**src/rtl/adc_rd_pkg.sv**
```systemverilog
package adc_rd_pkg;
  typedef enum logic [1:0] {
    ST_IDLE  = 2'd0,
    ST_SHIFT = 2'd1,
    ST_QUIET = 2'd2
  } rd_state_t;

  localparam int LEAD_BITS  = 2;
  localparam int TRAIL_BITS = 2;
  localparam int MIN_HALF   = 2;
endpackage

```
**src/rtl/adc_rd_sclk_gen.sv**
```systemverilog
module adc_rd_sclk_gen #(
  parameter int DIV_W = 8
) (
  input  logic             clk,
  input  logic             rst_n,
  input  logic             run,
  input  logic [DIV_W-1:0] half_div,
  output logic             tick
);
  import adc_rd_pkg::*;

  logic [DIV_W-1:0] cnt;
  logic [DIV_W-1:0] lim;

  // Any ratio below the minimum is raised to it.
  always_comb begin
    if (half_div < DIV_W'(MIN_HALF)) lim = DIV_W'(MIN_HALF - 1);
    else                             lim = half_div - 1'b1;
  end

  assign tick = run && (cnt == lim);

  always_ff @(posedge clk or negedge rst_n) begin
    if (!rst_n)           cnt <= '0;
    else if (!run || tick) cnt <= '0;
    else                  cnt <= cnt + 1'b1;
  end
endmodule

```
**src/rtl/adc_rd_capture.sv**
```systemverilog
module adc_rd_capture #(
  parameter int DATA_W = 12,
  parameter int EDGE_W = 6
) (
  input  logic              clk,
  input  logic              rst_n,
  input  logic              clear,
  input  logic              fall,
  input  logic [EDGE_W-1:0] edge_idx,
  input  logic              dual,
  input  logic              sd_a,
  input  logic              sd_b,
  output logic [DATA_W-1:0] word_a,
  output logic [DATA_W-1:0] word_b,
  output logic              lead_err
);
  import adc_rd_pkg::*;

  localparam int CH_EDGES = LEAD_BITS + DATA_W + TRAIL_BITS;
  localparam logic [EDGE_W-1:0] D_FIRST  = EDGE_W'(LEAD_BITS + 1);
  localparam logic [EDGE_W-1:0] D_LAST   = EDGE_W'(LEAD_BITS + DATA_W);
  localparam logic [EDGE_W-1:0] D2_FIRST = EDGE_W'(CH_EDGES + LEAD_BITS + 1);
  localparam logic [EDGE_W-1:0] D2_LAST  = EDGE_W'(CH_EDGES + LEAD_BITS + DATA_W);
  localparam logic [EDGE_W-1:0] L1_LAST  = EDGE_W'(LEAD_BITS);
  localparam logic [EDGE_W-1:0] L2_FIRST = EDGE_W'(CH_EDGES + 1);
  localparam logic [EDGE_W-1:0] L2_LAST  = EDGE_W'(CH_EDGES + LEAD_BITS);

  logic in_first, in_second, lead_first, lead_second;

  always_comb begin
    in_first    = (edge_idx >= D_FIRST) && (edge_idx <= D_LAST);
    in_second   = dual && (edge_idx >= D2_FIRST) && (edge_idx <= D2_LAST);
    lead_first  = (edge_idx <= L1_LAST);
    lead_second = dual && (edge_idx >= L2_FIRST) && (edge_idx <= L2_LAST);
  end

  always_ff @(posedge clk or negedge rst_n) begin
    if (!rst_n) begin
      word_a   <= '0;
      word_b   <= '0;
      lead_err <= 1'b0;
    end else if (clear) begin
      word_a   <= '0;
      word_b   <= '0;
      lead_err <= 1'b0;
    end else if (fall) begin
      if (in_first)          word_a <= {word_a[DATA_W-2:0], sd_a};
      if (in_first && !dual) word_b <= {word_b[DATA_W-2:0], sd_b};
      if (in_second)         word_b <= {word_b[DATA_W-2:0], sd_a};
      if (lead_first && (sd_a || (sd_b && !dual))) lead_err <= 1'b1;
      if (lead_second && sd_a)                     lead_err <= 1'b1;
    end
  end
endmodule

```
**src/rtl/adc_frame_reader.sv**
```systemverilog
module adc_frame_reader #(
  parameter int DATA_W  = 12,
  parameter int DIV_W   = 8,
  parameter int QUIET_W = 8
) (
  input  logic               clk,
  input  logic               rst_n,
  input  logic               start_valid,
  output logic               start_ready,
  input  logic [1:0]         mode,
  input  logic [DIV_W-1:0]   half_div,
  input  logic [QUIET_W-1:0] quiet_cycles,
  output logic               cs_n,
  output logic               sclk,
  input  logic               sd_a,
  input  logic               sd_b,
  output logic               res_valid,
  output logic [DATA_W-1:0]  res_a,
  output logic [DATA_W-1:0]  res_b,
  output logic               frame_err
);
  import adc_rd_pkg::*;

  localparam int CH_EDGES = LEAD_BITS + DATA_W + TRAIL_BITS;
  localparam int EDGE_W   = $clog2(2 * CH_EDGES + 1);

  function automatic logic [EDGE_W-1:0] frame_edges(input logic [1:0] m);
    if (m[1])      return EDGE_W'(2 * CH_EDGES);
    else if (m[0]) return EDGE_W'(CH_EDGES);
    else           return EDGE_W'(LEAD_BITS + DATA_W);
  endfunction

  rd_state_t          state;
  logic [1:0]         mode_q;
  logic [DIV_W-1:0]   div_q;
  logic [QUIET_W-1:0] quiet_q, quiet_cnt;
  logic [EDGE_W-1:0]  edge_cnt;
  logic               tick, accept, fall_evt, finish;
  logic [DATA_W-1:0]  word_a, word_b;
  logic               lead_err;

  assign start_ready = (state == ST_IDLE);
  assign accept      = start_valid && start_ready;
  assign fall_evt    = (state == ST_SHIFT) && tick && sclk;
  assign finish      = (state == ST_SHIFT) && tick && !sclk && (edge_cnt == frame_edges(mode_q));

  adc_rd_sclk_gen #(.DIV_W(DIV_W)) u_sclk_gen (
    .clk      (clk),
    .rst_n    (rst_n),
    .run      (state == ST_SHIFT),
    .half_div (div_q),
    .tick     (tick)
  );

  adc_rd_capture #(.DATA_W(DATA_W), .EDGE_W(EDGE_W)) u_capture (
    .clk      (clk),
    .rst_n    (rst_n),
    .clear    (accept),
    .fall     (fall_evt),
    .edge_idx (edge_cnt + 1'b1),
    .dual     (mode_q[1]),
    .sd_a     (sd_a),
    .sd_b     (sd_b),
    .word_a   (word_a),
    .word_b   (word_b),
    .lead_err (lead_err)
  );

  always_ff @(posedge clk or negedge rst_n) begin
    if (!rst_n) begin
      state     <= ST_IDLE;
      cs_n      <= 1'b1;
      sclk      <= 1'b1;
      mode_q    <= '0;
      div_q     <= '0;
      quiet_q   <= '0;
      quiet_cnt <= '0;
      edge_cnt  <= '0;
      res_valid <= 1'b0;
      res_a     <= '0;
      res_b     <= '0;
      frame_err <= 1'b0;
    end else begin
      res_valid <= 1'b0;
      case (state)
        ST_IDLE: begin
          if (accept) begin
            mode_q   <= mode;
            div_q    <= half_div;
            quiet_q  <= quiet_cycles;
            edge_cnt <= '0;
            cs_n     <= 1'b0;
            state    <= ST_SHIFT;
          end
        end
        ST_SHIFT: begin
          if (fall_evt) begin
            sclk     <= 1'b0;
            edge_cnt <= edge_cnt + 1'b1;
          end else if (finish) begin
            sclk      <= 1'b1;
            cs_n      <= 1'b1;
            res_valid <= 1'b1;
            res_a     <= word_a;
            res_b     <= word_b;
            frame_err <= lead_err;
            quiet_cnt <= '0;
            state     <= ST_QUIET;
          end else if (tick) begin
            sclk <= 1'b1;
          end
        end
        ST_QUIET: begin
          if (quiet_cnt == quiet_q) state <= ST_IDLE;
          else                      quiet_cnt <= quiet_cnt + 1'b1;
        end
        default: state <= ST_IDLE;
      endcase
    end
  end
endmodule

```
**config.mk**
```make
export PLATFORM = sky130hd
export DESIGN_NAME = adc_frame_reader
export DESIGN_NICKNAME = d
export VERILOG_FILES = /design/src/rtl/adc_rd_pkg.sv /design/src/rtl/adc_rd_sclk_gen.sv /design/src/rtl/adc_rd_capture.sv /design/src/rtl/adc_frame_reader.sv
export SDC_FILE = /design/constraint.sdc
export NUM_CORES = 1
export LEC_CHECK = 0
export ABC_AREA = 1
export CORE_MARGIN = 2
export CORE_UTILIZATION = 57
export DETAILED_ROUTE_END_ITERATION = 6
export DONT_BUFFER_PORTS = 1
export PLACE_DENSITY = 0.82
export SLEW_MARGIN = 20
export SYNTH_ARGS = -nofsm -noshare
export SYNTH_HDL_FRONTEND = slang
export SYNTH_SLANG_ARGS = --single-unit
export TNS_END_PERCENT = 30
```
**constraint.sdc**
```tcl
create_clock -name clk -period 2.1 [get_ports clk]
set_input_delay 0.105 -clock clk [delete_from_list [all_inputs] [get_ports clk]]
set_output_delay 0.105 -clock clk [all_outputs]
set_load 0.02 [all_outputs]
```
Word level (Yosys, flattened, before mapping)
Cells that the tools add are included.
{"block": "op_classes", "n_addsub": 4, "order_cmp": 8, "n_eq_ne": 11, "muxes": 37, "n_bitwise": 1, "reduce_logical": 38}
{"cell": "$mux 12", "count": 7}
{"cell": "$mux 8", "count": 5}
{"cell": "$mux 6", "count": 3}
{"cell": "$add 8x1->8 const B", "count": 2}
{"cell": "$eq 8x8->1", "count": 2}
{"cell": "$pmux 8 s2", "count": 1}
{"cell": "$logic_and 1x1->1", "count": 15}
{"cell": "$mux 1", "count": 13}
{"cell": "$ge 6x5->1 const B", "count": 2}
{"cell": "$le 6x5->1 const B", "count": 2}
{"cell": "$pmux 6 s2", "count": 1}
{"cell": "$reduce_and 4->1", "count": 3}
{"cell": "$ne 2x2->1 const B", "count": 5}
{"cell": "$reduce_and 2->1", "count": 5}
{"cell": "$reduce_bool 3->1", "count": 3}
{"cell": "$lt 8x2->1 const B", "count": 1}
{"cell": "$mux 2", "count": 4}
{"cell": "$reduce_bool 2->1", "count": 4}
{"cell": "$sub 8x1->8 const B", "count": 1}
{"cell": "$add 6x1->6 const B", "count": 1}
{"cell": "$eq 6x6->1", "count": 1}
{"cell": "$ge 6x2->1 const B", "count": 1}
{"cell": "$le 6x2->1 const B", "count": 1}
{"cell": "$le 6x4->1 const B", "count": 1}
{"cell": "other kinds (11)", "count": 15}
{"block": "word_totals", "reg_bits": 95, "input_bits": 23, "out_inout_bits": 29, "elab_cells": 115}

Logic depth before layout (Yosys ltp)
{"block": "depth", "ltp_word": 10, "ltp_mapped": 17, "depth_no_buf": 16}

Modules after synthesis
Synthesis repeated with hierarchy kept, for this count alone.
{"block": "hier_totals", "hier_cells": 643, "hier_area_um2": 4964.8}
{"mod": "adc_frame_reader", "n_inst": 1, "cells_each": 357, "area_per_inst_um2": 2914.0, "seq_area_each_um2": 1554.0}
{"mod": "adc_rd_capture", "n_inst": 1, "cells_each": 163, "area_per_inst_um2": 1244.9, "seq_area_each_um2": 625.6}
{"mod": "adc_rd_sclk_gen", "n_inst": 1, "cells_each": 123, "area_per_inst_um2": 805.8, "seq_area_each_um2": 200.2}

Worst setup path after synthesis
Ideal clock, no wire load.
{"block": "synth_path", "path_type": "flip-flop to flip-flop", "start": "reg div_q[0]", "end": "reg u_capture.word_b[10]", "setup_time_ns": 0.117, "arrival_time_ns": 1.958, "required_ns": 1.983, "path_slack_ns": 0.025, "path_stages_with_launch": 16, "path_buffers": 1, "period_less_slack_ns": 2.075, "path_cell_list": "dfrtp_1 inv_1 ha_1 xor2_1 nand2_1 nand2_1 nand2_1 nor2_2 nand3_2 nor2_4 nand3_1 nand2_2 nand2_4 buf_6 nand2_1 o21ai_2"}
{"block": "synth_between", "elab_chain_cells": 8, "elab_cells_between_ends": 9, "classes_between": "1 x add/sub; 1 x order compare; 1 x eq/ne; 1 x mux; 5 x reduce/logical"}
{"element": "start, declared", "line_no": "adc_frame_reader.sv:35", "source": "logic [DIV_W-1:0] div_q;"}
{"element": "start signal, assigned", "line_no": "adc_frame_reader.sv:89", "source": "div_q <= half_div;"}
{"element": "$sub 8x1->8 / $lt 8x2->1 (equally long branches)", "line_no": "adc_rd_sclk_gen.sv:18, adc_rd_sclk_gen.sv:17"}
{"element": "$mux 8 (*)", "line_no": "adc_rd_sclk_gen.sv:17", "source": "if (half_div < DIV_W'(MIN_HALF)) lim = DIV_W'(MIN_HALF - 1);"}
{"element": "$eq 8x8->1 (*)", "line_no": "adc_rd_sclk_gen.sv:21", "source": "assign tick = run && (cnt == lim);"}
{"element": "$logic_and 1x1->1 (*)", "line_no": "adc_rd_sclk_gen.sv:21"}
{"element": "$logic_and 1x1->1 (*) (2 in series)", "line_no": "adc_frame_reader.sv:44", "source": "assign fall_evt = (state == ST_SHIFT) && tick && sclk;"}
{"element": "$reduce_bool 2->1 (no source line) (*)"}
{"element": "$reduce_and 2->1 (no source line) (*)"}
{"element": "end signal, assigned", "line_no": "adc_rd_capture.sv:48", "source": "if (in_first && !dual) word_b <= {word_b[DATA_W-2:0], sd_b};"}
{"element": "end signal, assigned", "line_no": "adc_rd_capture.sv:49", "source": "if (in_second) word_b <= {word_b[DATA_W-2:0], sd_a};"}
{"element": "end, declared", "line_no": "adc_rd_capture.sv:14", "source": "output logic [DATA_W-1:0] word_b,"}
Mark *: on every way between the ends. The rest lies on a longest branch, timed or not.
A chain may end at the register's enable or synchronous reset.

Worst setup path in the final report
{"block": "layout_path", "start": "reg div_q[1]", "end": "reg u_capture.word_b[1]"}
Same word-level chain as after synthesis.

==> results.py <==
metrics = {
    "grt": {
        "grt_max_degree": 96,
        "antenna_found_initial": 0,
        "grt_pass1_wl_microns": 18500,
        "grt_pass1_vias": 4011,
        "track_usage": 0.268,
        "overflow": 0,
    },
    "critical_path": {
        "required_ns": 2.38,
        "path_delay_family": "simple AND/OR/NAND/NOR gates",
        "cp_cell_sequence": "inv_2, ha_4, buf_4, nand4_1, nand4_1, nand2_1, inv_1, nand2_1, nor2_4, nand3_2, nand2_4, buf_12, nand2_8, nand2_2, o21ai_2",
        "cp_slowest_stage_delay_ns": 0.42,
        "path_buf_inv": 4,
        "end_kind": "flip-flop",
        "crit_type": "reg2reg",
        "critPathSlowestCell": "dfrtp_1",
        "critPathMaxFanout": 6,
        "worstSetupStartpointType": "flip-flop",
        "crit_arrival_ns": 2.50,
    },
    "floorplanning": {
        "core_sq_um": 8130,
        "placementRows": 33,
        "fp.dieH_microns": 95.0,
        "die_w_microns": 95.0,
        "dieArea_sq_um": 9030,
        "io_pins": 52,
        "start_util": 0.581,
    },
    "placed_design": {
        "pre_cts_ws_ns": -0.195,
        "io_buffer_count": 0,
        "gp_congestion": 0.883,
        "dp_hpwl_microns": 6790,
        "post-place-cells": 681,
        "dpl_cell_area_sq_um": 4930,
    },
    "final_layout": {
        "final_util": 0.714,
        "fin_cells": 736,
        "fin_area_sq_um": 5810,
        "nNetsFinal": 657,
        "area_growth_pct": 23.0,
        "diodes": 0,
        "final_common_cell": "nand2_1",
        "layout-drive-gt1-share": 0.220,
        "most-common-layout-cells": "157 x nand2_1, 91 x dfrtp_1, 59 x inv_1, 36 x nand3_1, 34 x buf_4",
    },
    "sta": {
        "finalClockSkew_ns": 0.0179,
        "fin_ws_ns": -0.126,
        "slew_viol_final": 0,
        "setup_viol": 64,
        "fmax_mhz": 449,
        "timing.final.hold_violations": 95,
        "layout_min_cycle_time_ns": 2.23,
        "min_period_over_period": 1.06,
        "fin_hold_ws_ns": -0.587,
        "rsz0062_at_grt": "true",
        "worst_slew_pin_slew_ns": 0.530,
        "slew_headroom": 0.645,
        "setup-tns-final_ns": -4.33,
    },
    "cts": {
        "clock_sinks": 95,
        "htree_levels": 3,
        "clk_path_buf_depth": 2,
        "clk_pin_slew_ns": 0.11,
        "cts_tree": "yes",
        "cts_hold_buf": 19,
        "cts_root_buffer": "clkbuf_8",
        "insertion_delay_ns": 0.38,
        "cts_made_buffers": 9,
    },
    "yosys": {
        "synthArstFlopShare": 1.00,
        "ys_warn_count": 0,
        "syn_nets": 600,
        "synthAdderAreaFrac": 0.0212,
        "synth_xor_area_frac": 0.0278,
        "yosys.area_share.simple": 0.274,
        "syn_inst": 569,
        "syn_area_per_cell_sq_um": 8.30,
        "synth_cell_type_count": 37,
        "ys_seq_area_frac": 0.504,
        "synth_area_sq_um": 4720,
        "synth.mux.area_fraction": 0,
        "synth_seq_cells": 95,
        "synth-compound-area-share": 0.0940,
        "yosys_most_used_dff": "dfrtp_1",
        "synth_edf_count": 0,
        "synth_top_family_by_area": "simple AND/OR/NAND/NOR gates",
    },
    "power": {
        "ir_drop_uv": 323,
        "p_leak_nw": 2.94,
        "powerDensity_nw_per_um2": 536,
    },
    "routing": {
        "routed_wl_microns": 11900,
        "via_per_inst": 5.62,
        "drt_iter0_drc": 323,
        "drtPass1Iterations": 5,
        "drt-wirelength-per-cell_microns": 16.1,
        "vias": 4136,
        "route.detailed.drc": 0,
        "detail-route-antenna-nets": 0,
    },
    "worst_hold_path": {
        "min_path_type": "in2async",
    },
    "flow_run": {
        "maxCapViolCount": 0,
    },
    "run_status": {
        "status": "complete, but fails checks",
        "violations": "negative hold slack, negative setup slack",
    },
}
sequential cells by signal, indices dropped and copies added, names as in the netlist:
| register | flops |
|---|---|
| div_q | 8 |
| cs_n | 1 |
| quiet_cnt | 8 |
| quiet_q | 8 |
| res_a | 12 |
| res_b | 12 |
| u_sclk_gen.cnt | 8 |
| u_capture.lead_err | 1 |
| frame_err | 1 |
| edge_cnt | 6 |
| sclk | 1 |
| state | 2 |
| mode_q | 2 |
| res_valid | 1 |
| u_capture.word_b | 12 |
| u_capture.word_a | 12 |
cells in the mapped netlist (6+ instances only):
cell type,n,area [sq um]
a21oi_1,7,35.0
buf_6,7,78.8
nand2_1,179,672
ha_1,8,100
nor3_1,7,35.0
nand4_1,9,56.3
xnor2_1,6,52.6
dfrtp_1,93,2330
nor2_1,34,128
nand3_1,44,220
clkbuf_1,7,26.3
inv_1,61,229
xor2_1,9,78.8
o21ai_0,22,110
o21ai_1,25,125
o21ai_2,11,96.3
layer usage:
layer | routed length [microns] | up-vias | track usage | part of all wire
met5 | 0 | - | 0 | 0
met4 | 352 | 0 | 0.107 | 0.030
met3 | 712 | 36 | 0.0719 | 0.060
met2 | 6110 | 144 | 0.460 | 0.52
met1 | 4680 | 2014 | 0.320 | 0.39
li1 | - | 1942 | - | -
power breakdown:
group | switching [mW] | total (mW) | internal [mW]
registers | 0.00137 | 1.83 | 1.83
clock network | 0.761 | 1.24 | 0.480
logic | 0.0112 | 0.0384 | 0.0271
area by class of cell:
| class | count | area (sq um) |
|---|---|---|
| Inverter | 63 | 241 |
| Multi-Input combinational cell | 395 | 2250 |
| Clock buffer | 9 | 124 |
| Timing Repair Buffer | 62 | 597 |
| Fill cell | 545 | 2330 |
| Clock inverter | 7 | 81.3 |
| Sequential cell | 95 | 2380 |
| Tap cell | 105 | 131 |
worst register-to-register path, delay by kind of cell, from the launching register on:
| kind | cells | cell delay [ns] |
|---|---|---|
| AOI/OAI and AO/OA | 1 | 0.04 |
| adders and majority gates | 1 | 0.17 |
| buffers and inverters | 4 | 0.45 |
| DFF | 1 | 0.42 |
| and+or+nand+nor | 9 | 1.06 |
through the flow:
stage	power [mW]	hold slack [ns]
6_report	3.11	-0.587
3_3_place_gp	1.88	-0.188
4_1_cts	3.12	-0.601
2_1_floorplan	1.87	-0.191
3_5_place_dp	1.88	-0.187
5_1_grt	3.21	-0.617
final timing paths:
check / from / to / slack (ns) / depth (start not counted)
setup / recovery: div_q[1]$_DFFE_PN0P_ / u_capture.word_b[1]$_DFFE_PN0P_ / -0.13 / 15
hold / removal: rst_n / div_q[3]$_DFFE_PN0P_ / -0.59 / 0
setup reg to reg: div_q[1]$_DFFE_PN0P_ / u_capture.word_b[1]$_DFFE_PN0P_ / -0.13 / 15
hold reg to reg: u_sclk_gen.cnt[0]$_DFF_PN0_ / u_sclk_gen.cnt[0]$_DFF_PN0_ / 0.50 / 1
max in group asynchronous: rst_n / cs_n$_DFFE_PN1P_ / 2.46 / 0
min in group clk: start_valid / cs_n$_DFFE_PN1P_ / 0.03 / 5
cell families (layout without fill, tap and decap cells):
group | Yosys count | count (layout)
and+or+nand+nor | 295 | 298
DFF | 95 | 95
buffers and inverters | 82 | 141
AOI/OAI and AO/OA | 74 | 74
xor gates and xnor gates | 15 | 15
adders and majority gates | 8 | 8
timing repair:
action                                  in CTS  in global routing
buffers inserted                            13                  3
endpoints found under the setup margin      66                 76
gates cloned                                 3                  1
resized for setup                           43                 35
pin swaps                                   14                  5
endpoints found under the hold margin      114                 95
Note: power is estimated with default switching activity, not from simulation.
